==> config.mk <==
export PLATFORM = sky130hd
export DESIGN_NAME = cfg_hdr_regs
export DESIGN_NICKNAME = d
export VERILOG_FILES = /design/src/rtl/cfg_hdr_pkg.sv /design/src/rtl/cfg_win_decode.sv /design/src/rtl/cfg_fn_match.sv /design/src/rtl/cfg_cmd_status.sv /design/src/rtl/cfg_hdr_regs.sv
export SDC_FILE = /design/constraint.sdc
export NUM_CORES = 1
export LEC_CHECK = 0
export ABC_AREA = 1
export BUFFER_PORTS_ARGS = -buffer_cell sky130_fd_sc_hd__buf_2
export CAP_MARGIN = 20
export CORE_MARGIN = 1
export CORE_UTILIZATION = 35
export CTS_BUF_LIST = sky130_fd_sc_hd__clkbuf_16
export DETAILED_ROUTE_END_ITERATION = 8
export GPL_ROUTABILITY_DRIVEN = 1
export HOLD_SLACK_MARGIN = 0.02
export PLACE_DENSITY_LB_ADDON = 0.15
export SYNTH_ARGS = -nofsm -noshare
export SYNTH_HDL_FRONTEND = slang
export SYNTH_SLANG_ARGS = --single-unit
==> constraint.sdc <==
create_clock -name clk -period 1.6 [get_ports clk]
set_input_delay 0.08 -clock clk [delete_from_list [all_inputs] [get_ports clk]]
set_output_delay 0.08 -clock clk [all_outputs]
set_load 0.01 [all_outputs]
==> src/rtl/cfg_hdr_pkg.sv <==
package cfg_hdr_pkg;

  typedef enum logic [1:0] {
    WIN_HDR  = 2'd0,
    WIN_CAP  = 2'd1,
    WIN_EXT  = 2'd2,
    WIN_NONE = 2'd3
  } cfg_win_e;

  typedef struct packed {
    logic intd;
    logic serr;
    logic perr;
    logic bm;
    logic mem;
    logic io;
  } cfg_cmd_t;

  typedef struct packed {
    logic dpe;
    logic sse;
    logic rma;
    logic rta;
    logic sta;
    logic mdpe;
  } cfg_sts_t;

  // Window of a register number; the header always spans 0..hdr_end-1.
  function automatic cfg_win_e win_of(int unsigned r, int unsigned hdr_end,
                                      int unsigned ext_lo, int unsigned ext_end);
    if (r < hdr_end)      return WIN_HDR;
    else if (r < ext_lo)  return WIN_CAP;
    else if (r < ext_end) return WIN_EXT;
    else                  return WIN_NONE;
  endfunction

  // Dword image of the command/status register.
  function automatic logic [31:0] pack_cmd_sts(cfg_cmd_t c, cfg_sts_t s, logic intx);
    logic [31:0] w;
    w     = '0;
    w[0]  = c.io;
    w[1]  = c.mem;
    w[2]  = c.bm;
    w[6]  = c.perr;
    w[8]  = c.serr;
    w[10] = c.intd;
    w[19] = intx;
    w[20] = 1'b1;
    w[24] = s.mdpe;
    w[27] = s.sta;
    w[28] = s.rta;
    w[29] = s.rma;
    w[30] = s.sse;
    w[31] = s.dpe;
    return w;
  endfunction

  // Bits of a write that request a status clear, gated by the top byte lane.
  function automatic cfg_sts_t w1c_mask(logic [31:0] d, logic lane3);
    cfg_sts_t m;
    m.mdpe = lane3 & d[24];
    m.sta  = lane3 & d[27];
    m.rta  = lane3 & d[28];
    m.rma  = lane3 & d[29];
    m.sse  = lane3 & d[30];
    m.dpe  = lane3 & d[31];
    return m;
  endfunction

endpackage

==> src/rtl/cfg_win_decode.sv <==
module cfg_win_decode
  import cfg_hdr_pkg::*;
#(
  parameter int unsigned REG_W   = 10,
  parameter int unsigned HDR_END = 16,
  parameter int unsigned EXT_LO  = 64,
  parameter int unsigned EXT_END = 1024
) (
  input  logic [REG_W-1:0] reg_num,
  output cfg_win_e         win,
  output logic [3:0]       hdr_idx
);
  assign win     = win_of(32'(reg_num), HDR_END, EXT_LO, EXT_END);
  assign hdr_idx = reg_num[3:0];
endmodule

==> src/rtl/cfg_fn_match.sv <==
module cfg_fn_match #(
  parameter logic [4:0] DEV_NUM = 5'd0,
  parameter logic [2:0] FN_NUM  = 3'd0
) (
  input  logic       clk,
  input  logic       rst_n,
  input  logic       req_valid,
  input  logic [7:0] req_bus,
  input  logic [4:0] req_dev,
  input  logic [2:0] req_fn,
  output logic       hit,
  output logic [7:0] bus_q
);
  assign hit = (req_dev == DEV_NUM) && (req_fn == FN_NUM);

  always_ff @(posedge clk) begin
    if (!rst_n)                bus_q <= '0;
    else if (req_valid && hit) bus_q <= req_bus;
  end

  p_bus_capture_r10: assert property (@(posedge clk) disable iff (!rst_n)
    (req_valid && hit) |=> (bus_q == $past(req_bus)));
  p_bus_hold_r10: assert property (@(posedge clk) disable iff (!rst_n)
    !(req_valid && hit) |=> $stable(bus_q));
endmodule

==> src/rtl/cfg_cmd_status.sv <==
module cfg_cmd_status
  import cfg_hdr_pkg::*;
(
  input  logic        clk,
  input  logic        rst_n,
  input  logic        wr_en,
  input  logic [31:0] wdata,
  input  logic [3:0]  be,
  input  logic        ev_rx_cpl_ca,
  input  logic        ev_rx_cpl_ur,
  input  logic        ev_tx_cpl_ca,
  input  logic        ev_rx_poison,
  input  logic        ev_tx_poison,
  input  logic        ev_serr_sent,
  input  logic        ev_parity_det,
  input  logic        intx,
  output cfg_cmd_t    cmd,
  output cfg_sts_t    sts,
  output logic [31:0] word
);
  cfg_sts_t set_ev;
  cfg_sts_t clr_ev;
  logic     unused_wbits;

  assign unused_wbits = ^{wdata[5:3], wdata[7], wdata[9], wdata[23:11], wdata[26:25], be[2]};

  always_comb begin
    set_ev.mdpe = cmd.perr & (ev_rx_poison | ev_tx_poison);
    set_ev.sta  = ev_tx_cpl_ca;
    set_ev.rta  = ev_rx_cpl_ca;
    set_ev.rma  = ev_rx_cpl_ur;
    set_ev.sse  = ev_serr_sent;
    set_ev.dpe  = ev_parity_det;
    clr_ev      = w1c_mask(wdata, wr_en & be[3]);
  end

  always_ff @(posedge clk) begin
    if (!rst_n) begin
      cmd <= '0;
      sts <= '0;
    end else begin
      if (wr_en && be[0]) begin
        cmd.io   <= wdata[0];
        cmd.mem  <= wdata[1];
        cmd.bm   <= wdata[2];
        cmd.perr <= wdata[6];
      end
      if (wr_en && be[1]) begin
        cmd.serr <= wdata[8];
        cmd.intd <= wdata[10];
      end
      sts <= set_ev | (sts & ~clr_ev);
    end
  end

  assign word = pack_cmd_sts(cmd, sts, intx);

  p_rx_ca_sets_r5: assert property (@(posedge clk) disable iff (!rst_n)
    ev_rx_cpl_ca |=> sts.rta);
  p_tx_ca_sets_r5: assert property (@(posedge clk) disable iff (!rst_n)
    ev_tx_cpl_ca |=> sts.sta);
  p_poison_gated_r6: assert property (@(posedge clk) disable iff (!rst_n)
    (!sts.mdpe && !cmd.perr) |=> !sts.mdpe);
  p_lane1_gate_r3: assert property (@(posedge clk) disable iff (!rst_n)
    !(wr_en && be[1]) |=> ($stable(cmd.serr) && $stable(cmd.intd)));
  p_w1c_clears_r7: assert property (@(posedge clk) disable iff (!rst_n)
    (wr_en && be[3] && wdata[29] && !ev_rx_cpl_ur) |=> !sts.rma);
  p_no_lane3_keep_r7: assert property (@(posedge clk) disable iff (!rst_n)
    (sts.dpe && !(wr_en && be[3])) |=> sts.dpe);
endmodule

==> src/rtl/cfg_hdr_regs.sv <==
module cfg_hdr_regs
  import cfg_hdr_pkg::*;
#(
  parameter int unsigned REG_W      = 10,
  parameter int unsigned EXT_LO     = 64,
  parameter int unsigned EXT_END    = 1024,
  parameter logic [15:0] VENDOR_ID  = 16'h0001,
  parameter logic [15:0] DEVICE_ID  = 16'h0001,
  parameter logic [7:0]  REV_ID     = 8'h00,
  parameter logic [23:0] CLASS_CODE = 24'h000000,
  parameter logic [6:0]  HDR_LAYOUT = 7'h00,
  parameter logic        MULTI_FN   = 1'b0,
  parameter logic [7:0]  CAP_PTR    = 8'h40,
  parameter logic [7:0]  INT_PIN    = 8'h01,
  parameter logic [4:0]  DEV_NUM    = 5'd0,
  parameter logic [2:0]  FN_NUM     = 3'd0
) (
  input  logic             clk,
  input  logic             rst_n,
  input  logic             req_valid,
  input  logic             req_write,
  input  logic [7:0]       req_bus,
  input  logic [4:0]       req_dev,
  input  logic [2:0]       req_fn,
  input  logic [REG_W-1:0] req_reg,
  input  logic [31:0]      req_wdata,
  input  logic [3:0]       req_be,
  output logic             rsp_valid,
  output logic [31:0]      rsp_rdata,
  output logic             rsp_ur,
  output logic             cap_sel,
  output logic             ext_sel,
  output logic             fwd_write,
  output logic [REG_W-1:0] fwd_reg,
  output logic [31:0]      fwd_wdata,
  output logic [3:0]       fwd_be,
  input  logic [31:0]      cap_rdata,
  input  logic [31:0]      ext_rdata,
  input  logic             ev_rx_cpl_ca,
  input  logic             ev_rx_cpl_ur,
  input  logic             ev_tx_cpl_ca,
  input  logic             ev_rx_poison,
  input  logic             ev_tx_poison,
  input  logic             ev_serr_sent,
  input  logic             ev_parity_det,
  input  logic             intx_pending,
  output logic [7:0]       bus_num,
  output logic             cmd_io_en,
  output logic             cmd_mem_en,
  output logic             cmd_master_en,
  output logic             cmd_intx_dis
);
  localparam int unsigned HDR_END = 16;

  logic        hit;
  logic        acc;
  cfg_win_e    win;
  logic [3:0]  hdr_idx;
  logic        hdr_wr;
  logic        wr_cmd;
  cfg_cmd_t    cmd;
  cfg_sts_t    sts;
  logic [31:0] cmd_word;
  logic [7:0]  cache_line_q;
  logic [7:0]  int_line_q;
  logic [31:0] rd_mux;

  cfg_fn_match #(.DEV_NUM(DEV_NUM), .FN_NUM(FN_NUM)) u_match (
    .clk(clk), .rst_n(rst_n), .req_valid(req_valid), .req_bus(req_bus),
    .req_dev(req_dev), .req_fn(req_fn), .hit(hit), .bus_q(bus_num));

  cfg_win_decode #(.REG_W(REG_W), .HDR_END(HDR_END), .EXT_LO(EXT_LO), .EXT_END(EXT_END)) u_dec (
    .reg_num(req_reg), .win(win), .hdr_idx(hdr_idx));

  assign acc    = req_valid && hit;
  assign hdr_wr = acc && req_write && (win == WIN_HDR);
  assign wr_cmd = hdr_wr && (hdr_idx == 4'd1);

  cfg_cmd_status u_cs (
    .clk(clk), .rst_n(rst_n), .wr_en(wr_cmd), .wdata(req_wdata), .be(req_be),
    .ev_rx_cpl_ca(ev_rx_cpl_ca), .ev_rx_cpl_ur(ev_rx_cpl_ur), .ev_tx_cpl_ca(ev_tx_cpl_ca),
    .ev_rx_poison(ev_rx_poison), .ev_tx_poison(ev_tx_poison), .ev_serr_sent(ev_serr_sent),
    .ev_parity_det(ev_parity_det), .intx(intx_pending),
    .cmd(cmd), .sts(sts), .word(cmd_word));

  assign cmd_io_en     = cmd.io;
  assign cmd_mem_en    = cmd.mem;
  assign cmd_master_en = cmd.bm;
  assign cmd_intx_dis  = cmd.intd;

  // Side port toward the capability structures.
  assign cap_sel   = acc && (win == WIN_CAP);
  assign ext_sel   = acc && (win == WIN_EXT);
  assign fwd_write = req_write;
  assign fwd_reg   = req_reg;
  assign fwd_wdata = req_wdata;
  assign fwd_be    = req_be;

  // Writable byte-wide header fields.
  always_ff @(posedge clk) begin
    if (!rst_n) begin
      cache_line_q <= '0;
      int_line_q   <= '0;
    end else if (hdr_wr && req_be[0]) begin
      if (hdr_idx == 4'd3)  cache_line_q <= req_wdata[7:0];
      if (hdr_idx == 4'd15) int_line_q   <= req_wdata[7:0];
    end
  end

  always_comb begin
    rd_mux = '0;
    unique case (win)
      WIN_HDR: begin
        case (hdr_idx)
          4'd0:    rd_mux = {DEVICE_ID, VENDOR_ID};
          4'd1:    rd_mux = cmd_word;
          4'd2:    rd_mux = {CLASS_CODE, REV_ID};
          4'd3:    rd_mux = {8'h00, MULTI_FN, HDR_LAYOUT, 8'h00, cache_line_q};
          4'd13:   rd_mux = {24'h0, CAP_PTR};
          4'd15:   rd_mux = {16'h0, INT_PIN, int_line_q};
          default: rd_mux = '0;
        endcase
      end
      WIN_CAP:  rd_mux = cap_rdata;
      WIN_EXT:  rd_mux = ext_rdata;
      WIN_NONE: rd_mux = '0;
    endcase
  end

  always_ff @(posedge clk) begin
    if (!rst_n) begin
      rsp_valid <= 1'b0;
      rsp_ur    <= 1'b0;
      rsp_rdata <= '0;
    end else begin
      rsp_valid <= req_valid;
      rsp_ur    <= req_valid && !hit;
      rsp_rdata <= (acc && !req_write) ? rd_mux : '0;
    end
  end

  p_rsp_follows_r11: assert property (@(posedge clk) disable iff (!rst_n)
    req_valid |=> rsp_valid);
  p_rsp_idle_r11: assert property (@(posedge clk) disable iff (!rst_n)
    !req_valid |=> !rsp_valid);
  p_sel_exclusive_r9: assert property (@(posedge clk) disable iff (!rst_n)
    $onehot0({cap_sel, ext_sel}));
  p_reject_ur_r10: assert property (@(posedge clk) disable iff (!rst_n)
    (req_valid && !hit) |=> (rsp_ur && rsp_rdata == '0));
  p_reject_no_cmd_r10: assert property (@(posedge clk) disable iff (!rst_n)
    (req_valid && !hit) |=> ($stable(cmd_io_en) && $stable(cmd_mem_en) && $stable(cmd_master_en)));
endmodule

==> results list <==
- Yosys mapped a number of flops with a built-in enable equal to 0.
- Together, buffers and inverters on the worst path number 2.
* Via count of the first global-routing pass: 3156
- Drt initial violations: around 120
* Setup total negative slack: 0 ns
- Total Die Area: 9800 um^2
- By instance count, the cell type seen most on the critical path is sky130_fd_sc_hd__nor2_4.
- Bufs on Longest Clock Path: 2
* Register area share after synthesis: 42.6%
- First-pass GRT wire length: 15500 um
* Number of different library cells in the post-synthesis netlist: 28
* Number of setup buffers added after CTS: 0
- I/O Pins: 233
- Once the floorplan was initialized, standard cells occupied 35.8% of the core.
- The filler cells instantiated in the layout total roughly 970.
- Worst ir drop on vdd: 0.502 mV
- Slew at the pin closest to its max-slew limit: 0.388 ns
- Across the routed clock network, the largest skew measured is about 0.0077 ns.
- In this design, the stage delay of the slowest critical-path cell is ~0.56 ns.
* Post-Synthesis Cell Area: 3290 um^2
- In this run the static leakage power is ~2.5 nW.
- Max Clock Freq: between 700 and 800 MHz
- Dividing total power by cell area gives a power density of roughly 830 nW/um^2.
- Post-synthesis area per instance: 7.38 um^2
* Routed len/inst: 12.9 um
- Data on the critical path is required at its endpoint by 1.87 ns.
- The number of cells on the worst reg-to-reg path is 4.
- Mapped Cells: 446
- Highest-delay cell along the critical path: sky130_fd_sc_hd__dlygate4sd3_1
- The routed design has 9810 um of wire.
- The path with the worst hold slack has its endpoint at u_match.bus_q[0]$_SDFFE_PN0N_.
- The run finished with clean final reports.
* Remaining antenna violation count: 0
- The critical path goes through buf_2 > nor2_4 > nand3_2 > nor2_4 > nand2_1 > a31oi_1 > dlygate4sd3_1.
- Top post-synthesis cells by area: sky130_fd_sc_hd__dfxtp_1, sky130_fd_sc_hd__nand2_1, sky130_fd_sc_hd__buf_4
- Critical register-to-register path startpoint: u_cs.cmd[0]$_SDFFE_PN0P_
- Top post-synthesis cells by count: sky130_fd_sc_hd__nand2_1, sky130_fd_sc_hd__nor2_1, sky130_fd_sc_hd__dfxtp_1, sky130_fd_sc_hd__buf_4, sky130_fd_sc_hd__a21oi_1
* Min-Delay Startpoint: req_bus[0]
- Share of async-settable or async-resettable flops after synthesis: 0%
- Ant diodes: 0
- The count of final hold-check violations was 0.
- Detailed-route vias per instance: 4.56
- TritonCTS built the clock tree.
* Leftover overflow at the end of global routing: 0
- H-tree depth reported by CTS: 3
* Register clock-pin slew on the reported worst setup and hold paths: 0.06 ns
- The critical path is of the input pin to flop type.
- Global routing used around a fifth of the available tracks.
* YS warnings: 0
- Among all flip-flop cells after synthesis, the most frequent one is sky130_fd_sc_hd__dfxtp_1.
- The region available for standard cell placement spans 9200 um^2.
- At the placement stage, the worst setup path has a slack of around 0.14 ns.
- The clock reaches the later pin of the worst-skew pair after about 0.32 ns.
- Setup-failing EPs final: 0
- Routability-driven placement finished with a final weighted congestion of 0.871.
- Worst relative slew slack: about three quarters
- After synthesis the netlist holds a flip-flop and latch count of 70.
- Input and output buffers added on the ports amount to 198.
- The number of nets in the synthesized netlist is roughly 600.
- Of all cell types, the one taking the most synthesized area is sky130_fd_sc_hd__dfxtp_1.
* Register-to-register setup slack: 0.68 ns
* RSZ-0062 raised after global routing: no
* Count of vias placed by the detailed router: 3460
- Share of final-layout standard cells stronger than drive strength 1: 35.4%
- Area Overhead vs Synth: 43.6%
- Router iterations before antenna repair: 5
- STA classifies the critical path startpoint as an input pin.
- Once routing completed, OpenROAD measured the worst setup slack at between 0.15 and 0.2 ns.
- For this design, the sink count on the clock tree is 70.
- Counting the buffers created by CTS gives 9.
- Count of max-cap constraint violations: 0
- Number of antenna violations at the first check in global routing: 0
- Delay-heaviest family, CP: simple AND/OR/NAND/NOR gates
* Worst hold stages: 3
- Power, Total: 0.00391 W
- Number of slew-limit violations in the final report: 0
- Die width: 99.0 um
- Final clock period utilization by the worst path: between 80% and 90%
- In the routed design, unresolved DRC markers number 0.
- Die Span Y: between 90 and 100 um
- For this run, the post-layout net count is 780.
- Of all nets on the critical path, the largest fanout is 9.
- Worst flop-to-flop path endpoint: rsp_rdata[0]$_SDFF_PN0_
- At the worst endpoint, the arrival time is 1.69 ns.
* Largest net degree at the start of global routing: 34
- Detailed placement ended at an HPWL of 7070 um.
* Library cell with the highest instance count after synthesis: sky130_fd_sc_hd__nand2_1
- In this run the core area contains 35 standard-cell rows.
- Worst Setup End Kind: flop
- Area share of the leading cell type in the synthesized netlist: 42.6%
- CTS placed an instance of sky130_fd_sc_hd__clkbuf_16 at the clock tree root.
- Final min period: 1.42 ns
- Fraction of the core area covered by cells at the end of the flow: 51.4%
* Worst hold path type: input pin to flop
## tightest hold or removal path, stage by stage
cell and delay (ns):
sky130_fd_sc_hd__buf_2 0.08, sky130_fd_sc_hd__o21ai_0 0.08, sky130_fd_sc_hd__nor2_1 0.07
## routing by layer
layer | part of all wire, % | vias to the layer above | global-route usage [%]
met2 | 48 | 143 | 34.9
met1 | 43 | 1530 | 24.8
met4 | 1.5 | 0 | 6.54
met5 | 0 | - | 0
li1 | - | 1769 | -
met3 | 7.3 | 18 | 4.96
## metrics by stage
step           hold slack (ns)  instance area, um^2  cells
6_report                0.0222                 4730    758
5_1_grt                 0.0219                 4730    758
2_1_floorplan            0.210                 3290    446
3_5_place_dp             0.160                 4030    699
4_1_cts                 0.0215                 4720    758
3_3_place_gp             0.160                 4030    699
## what timing repair did
item,CTS,global route
hold buffers,43,0
endpoints found under the hold margin,33,0
resized for setup,0,2
endpoints found under the setup margin,0,2
## layout make-up
cell class	count	area (um^2)	area share, %
multi-input cells	278	1320	28.0
clock inverters	7	32.5	0.688
clock buffers	9	225	4.76
inverters	36	135	2.86
repair buffers	247	1470	31.1
flip-flops and latches	70	1400	29.6
well taps	111	139	2.94
## worst max-delay path by stage
stage / from / to / slack [ns] / depth (start not counted)
6_report: req_reg[3] / rsp_rdata[19]$_SDFF_PN0_ / 0.18 / 7
3_3_place_gp: req_reg[3] / u_cs.cmd[0]$_SDFFE_PN0P_ / 0.19 / 7
4_1_cts: req_reg[3] / rsp_rdata[19]$_SDFF_PN0_ / 0.11 / 7
2_1_floorplan: req_dev[3] / cache_line_q[0]$_SDFFE_PN0P_ / 0.45 / 9
5_1_grt: req_reg[6] / rsp_rdata[12]$_SDFF_PN0_ / 0.05 / 8
3_5_place_dp: req_dev[1] / cache_line_q[5]$_SDFFE_PN0P_ / 0.14 / 9
## logic make-up after synthesis
group / synth area share [%]
compound gates: 13.5
buf+inv: 17.4
flops: 42.6
simple gates: 26.5
## flip-flops by register name (all words and copies together), names as in the netlist
signal and count:
int_line_q 8, rsp_valid 1, u_cs.cmd 6, u_match.bus_q 8
cache_line_q 8, u_cs.sts 6, rsp_ur 1, rsp_rdata 32
## where the power goes
part           leakage, nW  switching (W)  internal, W
clock                0.129       0.000712      0.00102
combinational         1.82       0.000195     0.000220
sequential           0.566     0.00000592      0.00176
total                 2.52       0.000913      0.00300
## layout by cell type, fill, tap and decap left out, drive strengths merged
master / netlist / layout
dlygate4sd3: 0 / 43
o21ai: 14 / 14
a21oi: 38 / 38
a31oi: 2 / 2
nor2: 79 / 79
nand2: 107 / 107
clkinv: 1 / 6
buf: 56 / 204
nor3: 1 / 1
clkinvlp: 0 / 1
inv: 35 / 36
nand3: 5 / 5
dfxtp: 70 / 70
o221ai: 1 / 1
nand4: 8 / 8
clkbuf: 6 / 9
o22ai: 7 / 7
a22oi: 16 / 16
Power figures use the tool's default switching activity.
